`src/rtl/ovf_shadow_pkg.sv`:
```
package ovf_shadow_pkg;

    localparam logic [1:0] PRIV_USER  = 2'b00;
    localparam logic [1:0] PRIV_SUPER = 2'b01;
    localparam logic [1:0] PRIV_RSVD  = 2'b10;
    localparam logic [1:0] PRIV_MACH  = 2'b11;

    // Which enable masks decide visibility
    typedef enum logic [1:0] {
        SEL_NONE  = 2'b00,   // everything hidden
        SEL_MACH  = 2'b01,   // machine mask only
        SEL_GUEST = 2'b10    // machine and hypervisor masks
    } view_sel_e;

endpackage

```
`src/rtl/ovf_mode_decode.sv`:
```
module ovf_mode_decode
    import ovf_shadow_pkg::*;
(
    input  logic [1:0] priv_lvl,
    input  logic       virt_on,
    output view_sel_e  view_sel
);

    always_comb begin
        unique case (priv_lvl)
            PRIV_MACH:  view_sel = SEL_MACH;
            PRIV_SUPER: view_sel = virt_on ? SEL_GUEST : SEL_MACH;
            PRIV_USER:  view_sel = SEL_NONE;
            PRIV_RSVD:  view_sel = SEL_NONE;
            default:    view_sel = SEL_NONE;
        endcase
    end

endmodule

```
`src/rtl/ovf_bit_gate.sv`:
```
module ovf_bit_gate
    import ovf_shadow_pkg::*;
#(
    parameter int NUM_BITS   = 32,
    parameter int FIRST_IMPL = 3
) (
    input  view_sel_e             view_sel,
    input  logic [NUM_BITS-1:0]   flags,
    input  logic [NUM_BITS-1:0]   m_en,
    input  logic [NUM_BITS-1:0]   h_en,
    output logic [NUM_BITS-1:0]   view
);

    logic [NUM_BITS-1:0] bit_open;

    // One visibility decision per counter position; positions with no
    // event selector are tied shut.
    for (genvar i = 0; i < NUM_BITS; i++) begin : g_pos
        if (i < FIRST_IMPL) begin : g_absent
            assign bit_open[i] = 1'b0;
        end else begin : g_present
            always_comb begin
                unique case (view_sel)
                    SEL_MACH:  bit_open[i] = m_en[i];
                    SEL_GUEST: bit_open[i] = m_en[i] & h_en[i];
                    SEL_NONE:  bit_open[i] = 1'b0;
                    default:   bit_open[i] = 1'b0;
                endcase
            end
        end
        assign view[i] = flags[i] & bit_open[i];
    end

endmodule

```
`src/rtl/overflow_shadow.sv`:
```
module overflow_shadow
    import ovf_shadow_pkg::*;
#(
    parameter int           NUM_BITS   = 32,
    parameter int           FIRST_IMPL = 3,
    parameter int           ADDR_W     = 12,
    parameter logic [11:0]  REG_ADDR   = 12'hD33
) (
    input  logic                 clk,
    input  logic                 rst_n,
    input  logic [1:0]           priv_lvl,
    input  logic                 virt_on,
    input  logic [NUM_BITS-1:0]  ovf_flags,
    input  logic [NUM_BITS-1:0]  mach_cnt_en,
    input  logic [NUM_BITS-1:0]  hyp_cnt_en,
    input  logic [ADDR_W-1:0]    csr_addr,
    output logic [NUM_BITS-1:0]  ovf_view,
    output logic                 csr_hit,
    output logic [NUM_BITS-1:0]  csr_rdata
);

    localparam logic [ADDR_W-1:0] MATCH_ADDR = ADDR_W'(REG_ADDR);

    view_sel_e view_sel;

    ovf_mode_decode u_decode (
        .priv_lvl (priv_lvl),
        .virt_on  (virt_on),
        .view_sel (view_sel)
    );

    ovf_bit_gate #(
        .NUM_BITS   (NUM_BITS),
        .FIRST_IMPL (FIRST_IMPL)
    ) u_gate (
        .view_sel (view_sel),
        .flags    (ovf_flags),
        .m_en     (mach_cnt_en),
        .h_en     (hyp_cnt_en),
        .view     (ovf_view)
    );

    always_comb begin
        csr_hit   = (csr_addr == MATCH_ADDR);
        csr_rdata = csr_hit ? ovf_view : '0;
    end

endmodule

```
`config.mk`:
```
export PLATFORM = sky130hd
export DESIGN_NAME = overflow_shadow
export DESIGN_NICKNAME = d
export VERILOG_FILES = /design/src/rtl/ovf_shadow_pkg.sv /design/src/rtl/ovf_mode_decode.sv /design/src/rtl/ovf_bit_gate.sv /design/src/rtl/overflow_shadow.sv
export SDC_FILE = /design/constraint.sdc
export NUM_CORES = 1
export LEC_CHECK = 0
export ABC_AREA = 1
export BUFFER_PORTS_ARGS = -buffer_cell sky130_fd_sc_hd__buf_2
export CORE_AREA = 3 3 68 70
export DETAILED_ROUTE_END_ITERATION = 10
export DIE_AREA = 0 0 71 73
export PLACE_DENSITY = 0.78
export SYNTH_ARGS = -nofsm -noshare
export SYNTH_HDL_FRONTEND = slang
export SYNTH_SLANG_ARGS = --single-unit
export TNS_END_PERCENT = 1
```
`constraint.sdc`:
```
create_clock -name vclk -period 1.9
set_input_delay 0.19 -clock vclk [all_inputs]
set_output_delay 0.19 -clock vclk [all_outputs]
set_load 0.01 [all_outputs]
```
# Yosys cells after proc, flatten, opt, wreduce, memory -nomap -nowiden
# Cells that the tools add are included.
[totals]
output_inout_bits = 65
ramBits = 0
mem_bits_ro = 0
wordCells = 98
latchBits = 0
reg_bits = 0
memories = 0
in_bits = 113
[classes]
n_reduce_logical = 2
div_mod_pow = 0
mul = 0
n_mux = 32
bitwise = 58
n_shift = 0
addsub = 0
n_lt_le_gt_ge = 0
n_eq_ne = 6
[ops]
columns = ["operator", "n"]
rows = [
  ["$and A1 B1 Y1", 58],
  ["$pmux W1 S2", 29],
  ["$mux W32", 1],
  ["$eq A12 B12 Y1 const B", 1],
  ["$eq A2 B2 Y1 const B", 3],
  ["$pmux W2 S3", 1],
  ["$eq A2 B1 Y1 const B", 2],
  ["$logic_not A2 Y1", 1],
  ["$mux W2", 1],
  ["$reduce_or A2 Y1", 1],
]

# Depth between registers and ports, before layout
# Gate-level depths: netlist of run 1.
[depth]
ltp_word = 7
mapped_depth = 6
depth_no_buf = 5

# Hierarchy
# A second synthesis of run 1 with hierarchy kept.
[hier_totals]
cells_unflattened = 193
hier_area_um2 = 1031.0
[modules_own_cells]
columns = ["mod", "seq_area_each_um2", "cells_each", "area_each_um2", "n_inst"]
rows = [
  ["ovf_bit_gate", 0.0, 105, 578.1, 1],
  ["overflow_shadow", 0.0, 83, 430.4, 1],
  ["ovf_mode_decode", 0.0, 5, 22.5, 1],
]

# Least setup slack after synthesis of run 1
# Ideal clock, no wire load.
[synth_path]
path_kind = "input to output"
from = "in priv_lvl[1]"
to = "out csr_rdata[21]"
arrival_time_ns = 0.876
cell_stages = 6
slack_ns = 0.834
t_required_ns = 1.710
n_path_buf = 2
cell_sequence = "inv_1 > nand3_1 > buf_4 > buf_4 > o21bai_2 > nor2_1"
[synth_via]
elab_chain_len = 7
word_cells_on_any_way = 11
cone_classes = "5 x eq/ne; 3 x mux; 1 x bitwise; 2 x reduce/logical"
[synth_rtl]
columns = ["element", "line_no", "source"]
rows = [
  ["from (decl)", "overflow_shadow.sv:11", "input logic [1:0] priv_lvl,"],
  ["$eq A2 B2 Y1 or $logic_not A2 Y1 (tied branches)", "ovf_mode_decode.sv:10", "unique case (priv_lvl)"],
  ["$reduce_or A2 Y1 (no line)", "n/a", ""],
  ["$pmux W2 S3 (*)", "ovf_mode_decode.sv:10", ""],
  ["$eq A2 B2 Y1 or $eq A2 B1 Y1 (tied branches)", "ovf_bit_gate.sv:23", "unique case (view_sel)"],
  ["$pmux W1 S2 (*)", "ovf_bit_gate.sv:23", ""],
  ["$and A1 B1 Y1 (*)", "ovf_bit_gate.sv:31", "assign view[i] = flags[i] & bit_open[i];"],
  ["$mux W32 (*)", "overflow_shadow.sv:45", "csr_rdata = csr_hit ? ovf_view : '0;"],
  ["to (decl)", "overflow_shadow.sv:19", "output logic [NUM_BITS-1:0] csr_rdata"],
]
# Mark *: on every way between the ends. The rest lies on a longest branch, timed or not.

# Worst setup path in the final report of run 1
[layout_path]
from = "in priv_lvl[0]"
to = "out csr_rdata[21]"
# The elaborated chain is that of the path after synthesis.

==> results.yml, run 1 <==
logic_synthesis:
  yosys_warnings: 0
  ys_seq_area_share_pct: 0
  syn_avg_cell_area_um2: 5.280
  yosys.area.top_type_share_pct: 19.59
  synth_top_cells_by_area: "nand3_1 20%, o21bai_1 18%, inv_1 17%"
  netlist-cell-type-count: 11
  synth_largest_area_cell: "nand3_1"
  syn_area_um2: 792.0
  netlist_instances: 150
placed_design:
  globalplace.congestion: 0.7400
  placed_area_um2: 1609
  dp.cells: 355
  io_buffers: 161
  place_hpwl_um: 3205
critical_path:
  crit_chain: "buf_2 > buf_4 > nand3_1 > o21bai_2 > nor2_1 > buf_2"
  cp.buffers_inverters: 3
  critical_path_arrival_ps: 1290
  crit_required_ps: 1710
  critPathLaunchType: "primary input"
  cp_max_fo: 16
  crit_path_top_delay_cell: "buf_4"
  crit_top_cell: "buf_2"
  end_kind: "output port"
  cpPeakStageDelay_ps: 270
  cpLargestDelayFamily: "buffers and inverters"
  worstSetupPathType: "in -> out"
timing:
  hold_violations: 0
  timing.final.crit_share_pct: 77.65
  slew_viol_final: 0
  finalSetupViolCount: 0
  fin_crit_ps: 1475
  setup_tns_ps: 0
  hold_slack_ps: 692.1
  fmax_mhz: 677.8
  rsz0062_at_grt: "false"
drt:
  vias_per_cell: 4.180
  drt-initial-drc-count: 53
  wire_per_inst_um: 10.18
  ant_nets: 0
  wl_um: 3613
  first_pass_iters: 4
  vias: 1484
  drt_drc_violations_left: 0
flow_run:
  cap_violations: 0
clock_network:
  postCtsSetupRepairBufs: 0
  cts-resized-gates: 0
  hold_buffers: 0
finish:
  instances_no_fill: 355
  final_nets: 420
  num_antenna_cells: 0
  seqCellArea_um2: 0
  drive_above_1_share_pct: 57.38
  areaGrowthSynthToFinish_pct: 103.2
  design_area_um2: 1609
  clockBufferCount: 0
  seq_cells: 0
grt:
  grt_pass1_vias: 1387
  track_usage_pct: 12.66
  antenna_found_initial: 0
  grt.overflow.total: 0
  grt_max_degree: 30
  grt_pass1_wl_um: 5706
floorplan:
  dieArea_um2: 5183
  start_util_pct: 19.66
  ios: 178
  die_w_um: 71
  core_area_um2: 4029
  dieHeight_um: 73
  num_rows: 23
worst_hold_path:
  min_to: "ovf_view[24]"
  hold_start: "hyp_cnt_en[24]"
  holdPathStages: 4
  worstHoldPathType: "in -> out"
power_and_ir_drop:
  p_leak_nw: 1.197
  fin_total_pwr_w: 0.0002217
  p_per_area_nw_per_um2: 137.8
  vdd.ir_drop.worst_v: 0.0001006
outcome:
  run_status: "complete, no violations"
report_power, final:
| part | switching, W | internal [W] |
|---|---|---|
| registers | 0 | 0 |
| clock network | 0 | 0 |
| logic | 0.000100 | 0.000121 |
| total | 0.000100 | 0.000121 |
synthesized netlist by cell type:
library cell  count
conb_1            1
buf_6             1
nor2_1           32
buf_4             9
o21bai_2         10
o21bai_1         19
buf_2             2
nand2_1           6
clkbuf_1          3
inv_1            36
nand3_1          31
layout make-up:
| type | instances | area [um2] |
|---|---|---|
| multi-input cells | 104 | 575.6 |
| repair buffers | 165 | 835.8 |
| well taps | 50 | 62.56 |
| fillers | 417 | 2420 |
| inverters | 36 | 135.1 |
metrics by stage:
step | worst slack, ps | util (%)
detailed placement | 421.3 | 39.94
finish | 424.7 | 39.94
CTS | 408.6 | 39.94
global placement | 422.2 | 39.94
global route | 266.3 | 39.94
floorplan | 834.3 | -
placed cells by master (no fill, tap or decap), drive strengths merged:
cell | synthesis | final
o21bai | 29 | 29
nand3 | 31 | 31
conb | 1 | 6
buf | 12 | 165
inv | 36 | 36
nor2 | 32 | 32
nand2 | 6 | 6
kinds of logic after synthesis:
logic type      count (synthesis)  share of synthesized area (%)
simple gates                   69                          37.60
buf+inv                        51                          29.70
other cells                     1                         0.4735
compound gates                 29                          32.23
how the worst max path moves through the flow:
stage,startpoint,cells past startpoint,slack (ps),endpoint
2_1_floorplan,priv_lvl[1],6,830,csr_rdata[21]
3_3_place_gp,priv_lvl[0],6,420,csr_rdata[21]
3_5_place_dp,priv_lvl[0],6,420,csr_rdata[26]
4_1_cts,priv_lvl[0],6,410,csr_rdata[21]
5_1_grt,priv_lvl[0],6,270,csr_rdata[21]
6_report,priv_lvl[0],6,420,csr_rdata[21]
layer usage:
metal	track usage [%]	part of all wire, %	routed length [um]	up-vias
met5	0	0	0	-
met2	25.64	53	1903	95
met4	0.2088	0	0	0
met3	1.653	12	449	0
li1	-	-	-	766
met1	14.79	35	1260	623
tightest hold or removal path, cell delays in order:
cell and delay, ps:
buf_2 80, o21bai_2 70, inv_1 40, buf_2 120
Note: power is estimated with default switching activity, not from simulation.
==> run 2: changes to the inputs <==
CORE_AREA = 3 3 67 69   (was 3 3 68 70)
DIE_AREA = 0 0 70 72   (was 0 0 71 73)
PLACE_DENSITY = 0.8   (was 0.78)
clock period = 1.5 ns   (was 1.9 ns; I/O delays follow)
==> run 2 against run 1 <==
Compared with the run above:
- total power grew 29%
- die area shrank 2.8%
- via count fell by 2.7%
==> results.yml, run 2 (synthesis results as in run 1) <==
outcome:
  run_status: "complete, no violations"
finish:
  final_cell_mix: "161 x buf_2, 36 x inv_1, 32 x nor2_1"
  fillers: 433
  final_nets: 421
  clockBufferCount: 0
  areaGrowthSynthToFinish_pct: 104.1
  drive_above_1_share_pct: 57.52
  seq_cells: 0
  seqCellArea_um2: 0
  final_common_cell: "buf_2"
  num_antenna_cells: 0
grt:
  grt.overflow.total: 0
  track_usage_pct: 12.72
  antenna_found_initial: 0
  grt_pass1_wl_um: 5602
  grt_max_degree: 31
  grt_pass1_vias: 1272
timing:
  finalSetupViolCount: 0
  slew_viol_final: 0
  hold_violations: 0
  setup_tns_ps: 0
  fmax_mhz: 858.1
  hold_slack_ps: 613.7
  timing.final.crit_share_pct: 77.69
  fin_crit_ps: 1165
  rsz0062_at_grt: "false"
  worst_slack_ps: 334.6
worst_hold_path:
  worstHoldPathType: "in -> out"
drt:
  drt_drc_violations_left: 0
  ant_nets: 0
  vias: 1444
  vias_per_cell: 4.056
  drt-initial-drc-count: 19
  first_pass_iters: 4
  wire_per_inst_um: 10.40
  wl_um: 3702
floorplan:
  die_w_um: 70
  ios: 178
  start_util_pct: 19.94
  dieArea_um2: 5040
  dieHeight_um: 72
  num_rows: 23
  core_area_um2: 3971
critical_path:
  crit_top_cell: "buf_2"
  cp_max_fo: 18
  cpPeakStageDelay_ps: 210
  worstSetupPathType: "in -> out"
  cp.buffers_inverters: 3
  crit_path_top_delay_cell: "buf_4"
  crit_required_ps: 1350
  critPathLaunchType: "primary input"
  crit_chain: "buf_2 > buf_4 > nand3_1 > o21bai_2 > nor2_1 > buf_2"
  critical_path_arrival_ps: 1020
  cpLargestDelayFamily: "buffers and inverters"
  end_kind: "output port"
power_and_ir_drop:
  vdd.ir_drop.worst_v: 0.00008347
  p_leak_nw: 1.202
  fin_total_pwr_w: 0.0002849
  p_per_area_nw_per_um2: 176.3
placed_design:
  io_buffers: 161
  globalplace.congestion: 0.7507
  place_hpwl_um: 3226
  place_ws_ps: 339.2
flow_run:
  cap_violations: 0
clock_network:
  hold_buffers: 0
  cts-resized-gates: 0
  postCtsSetupRepairBufs: 0
[run 2: cell types whose count changed in the layout (fill, tap and decap cells not counted), sizes merged]
| cell | before | now |
|---|---|---|
| buf | 165 | 166 |
[run 2: where the power goes]
group / leakage, nW / switching, W / internal [W]
clock: 0 / 0 / 0
combinational: 1.20 / 0.000128 / 0.000157
sequential: 0 / 0 / 0
[run 2: path summary, 6_finish.rpt]
path	from	end	slack (ps)	depth (start not counted)
max	priv_lvl[0]	csr_rdata[29]	330	6
min	hyp_cnt_en[28]	ovf_view[28]	610	4
[run 2: metrics by stage]
stage               std cells  area (um2)  util [%]
global placement          356        1617     40.71
detailed placement        356        1617     40.71
floorplan                 155       810.8         -
CTS                       356        1617     40.71
global route              356        1617     40.71
finish                    356        1617     40.71
[run 2: metal layers]
layer	track usage, %	vias up	part of all wire [%]
met4	0	0	0
met1	14.10	579	37
met5	0	-	0
met2	26.02	97	50
met3	2.909	0	13
li1	-	768	-
[run 2: cell type report]
type	instances	area [um2]	share of cell area (%)
repair buffers	166	843.3	52.17
inverters	36	135.1	8.359
multi-input cells	104	575.6	35.60
well taps	50	62.56	3.870
==> run 3: changes to the inputs <==
CORE_AREA = 3 3 68 70   (was 3 3 67 69)
DIE_AREA = 0 0 71 73   (was 0 0 70 72)
PLACE_DENSITY = 0.81   (was 0.8)
clock period = 1 ns   (was 1.5 ns; I/O delays follow)
==> run 3 against run 2 <==
Compared with the run above:
- the run now ends with setup timing left
- total power is 95% higher
- core utilization is 8.0 points higher
- sequential share of layout area stayed put
- die area is 2.8% higher
- worst setup slack worse by 370 ps
- via count is 6.2% higher
- wire length is 20% higher
- first-iteration DRC count is 47% lower
- non-clock buffer count is 2 higher
- largest cell class unchanged
- highest routed layer unchanged
==> results.yml, run 3 (synthesis results as in run 1) <==
power_and_ir_drop:
  p_switching_w: 0.0002508
  pwr-share-clk_pct: 0
  seqPwrFrac_pct: 0
  p_leak_nw: 1.286
  fin_total_pwr_w: 0.0005569
  vdd.ir_drop.worst_v: 0.0001828
  swShare_pct: 45.02
  power_frac_comb_pct: 100.0
  p_per_area_nw_per_um2: 284.1
  p_int_w: 0.0003062
grt:
  antenna_found_initial: 0
  grt.overflow.total: 0
  grt_pass1_wl_um: 6437
  track_usage_pct: 14.83
  grt_max_degree: 18
  grt_pass1_vias: 1455
finish:
  utilization_pct: 48.66
  clockBufferCount: 0
  fillers: 399
  seqCellArea_um2: 0
  areaGrowthSynthToFinish_pct: 147.6
  final_cell_mix: "155 x buf_2, 30 x inv_1, 29 x nand3_1"
  drive_above_1_share_pct: 69.48
  num_antenna_cells: 0
  final_nets: 423
  final_common_cell: "buf_2"
  design_area_um2: 1961
  seq_cells: 0
critical_path:
  startpoint: "priv_lvl[1]"
  cp_max_fo: 14
  critPathLaunchType: "primary input"
  crit_required_ps: 900
  worstSetupPathType: "in -> out"
  critical_path_arrival_ps: 930
  crit_end: "ovf_view[23]"
  end_kind: "output port"
floorplan:
  dieHeight_um: 73
  dieArea_um2: 5183
  start_util_pct: 19.66
  die_w_um: 71
  core_area_um2: 4029
  ios: 178
  num_rows: 23
drt:
  ant_nets: 0
  wire_per_inst_um: 12.44
  drt_drc_violations_left: 0
  wl_um: 4453
  drt-initial-drc-count: 10
  vias: 1534
  first_pass_iters: 4
  vias_per_cell: 4.285
outcome:
  run_status: "complete, but fails checks"
  violations: "setup timing"
timing:
  rsz0062_at_grt: "true"
  timing.final.crit_share_pct: 103.1
  hold_slack_ps: 511.3
  finalSetupViolCount: 10
  fin_crit_ps: 1031
  worst_slack_ps: -31.06
  slew_viol_final: 0
  hold_violations: 0
  fmax_mhz: 969.9
clock_network:
  hold_buffers: 0
placed_design:
  placed_area_um2: 1629
  place_ws_ps: -76.12
  globalplace.congestion: 0.7001
  place_hpwl_um: 3476
  io_buffers: 161
flow_run:
  cap_violations: 0
worst_hold_path:
  worstHoldPathType: "in -> out"
-- run 3: per-layer routing --
layer  routed length, um  vias to the layer above  GRT usage, %
met5                   0                        -             0
met4                   0                        0             0
met3                 487                        0         2.479
met2                2455                       97         30.28
met1                1510                      666         16.91
li1                    -                      771             -
-- run 3: cell type report --
cell class / instances / area (um2) / share of cell area [%]
inverter: 36 / 135.1 / 6.892
multi-input combinational: 104 / 798.3 / 40.71
tap: 50 / 62.56 / 3.191
timing repair buffer: 168 / 964.7 / 49.20
-- run 3: critical path: stages --
cell and delay [ps]:
buf_6 90, inv_2 60, nand3_4 100, buf_12 190, o21bai_2 160, inv_1 70
buf_2 150
-- run 3: through the flow --
| step | instances | TNS, ps |
|---|---|---|
| after floorplan | 155 | 0 |
| after global placement | 356 | -810.0 |
| after detailed placement | 356 | -1608 |
| after CTS | 358 | -239.9 |
| after global routing | 358 | -2190 |
| final | 358 | -84.39 |
-- run 3: worst min-delay path by stage --
stage                         startpoint           end  slack (ps)  cells after the start
after floorplan           hyp_cnt_en[21]  ovf_view[21]         340                      2
after global placement    hyp_cnt_en[22]  ovf_view[22]         510                      4
after detailed placement  hyp_cnt_en[22]  ovf_view[22]         510                      4
after CTS                 hyp_cnt_en[22]  ovf_view[22]         510                      4
after global routing      hyp_cnt_en[29]  ovf_view[29]         540                      4
final                     hyp_cnt_en[12]  ovf_view[12]         510                      4
-- run 3: timing repair --
action / 4_1_cts / 5_1_grt
cloned: 2 / 0
setup buffers: 0 / 0
pin swaps: 0 / 1
resized for setup: 22 / 35
endpoints found under the setup margin: 49 / 48
endpoints found under the hold margin: 0 / 0
-- run 3: power by group through the flow --
| stage | clock network, W | registers [W] | logic, W |
|---|---|---|---|
| global placement | 0 | 0 | 0.000426 |
| global route | 0 | 0 | 0.000609 |
| detailed placement | 0 | 0 | 0.000438 |
| floorplan | 0 | 0 | 0.000188 |
| CTS | 0 | 0 | 0.000496 |
| finish | 0 | 0 | 0.000557 |
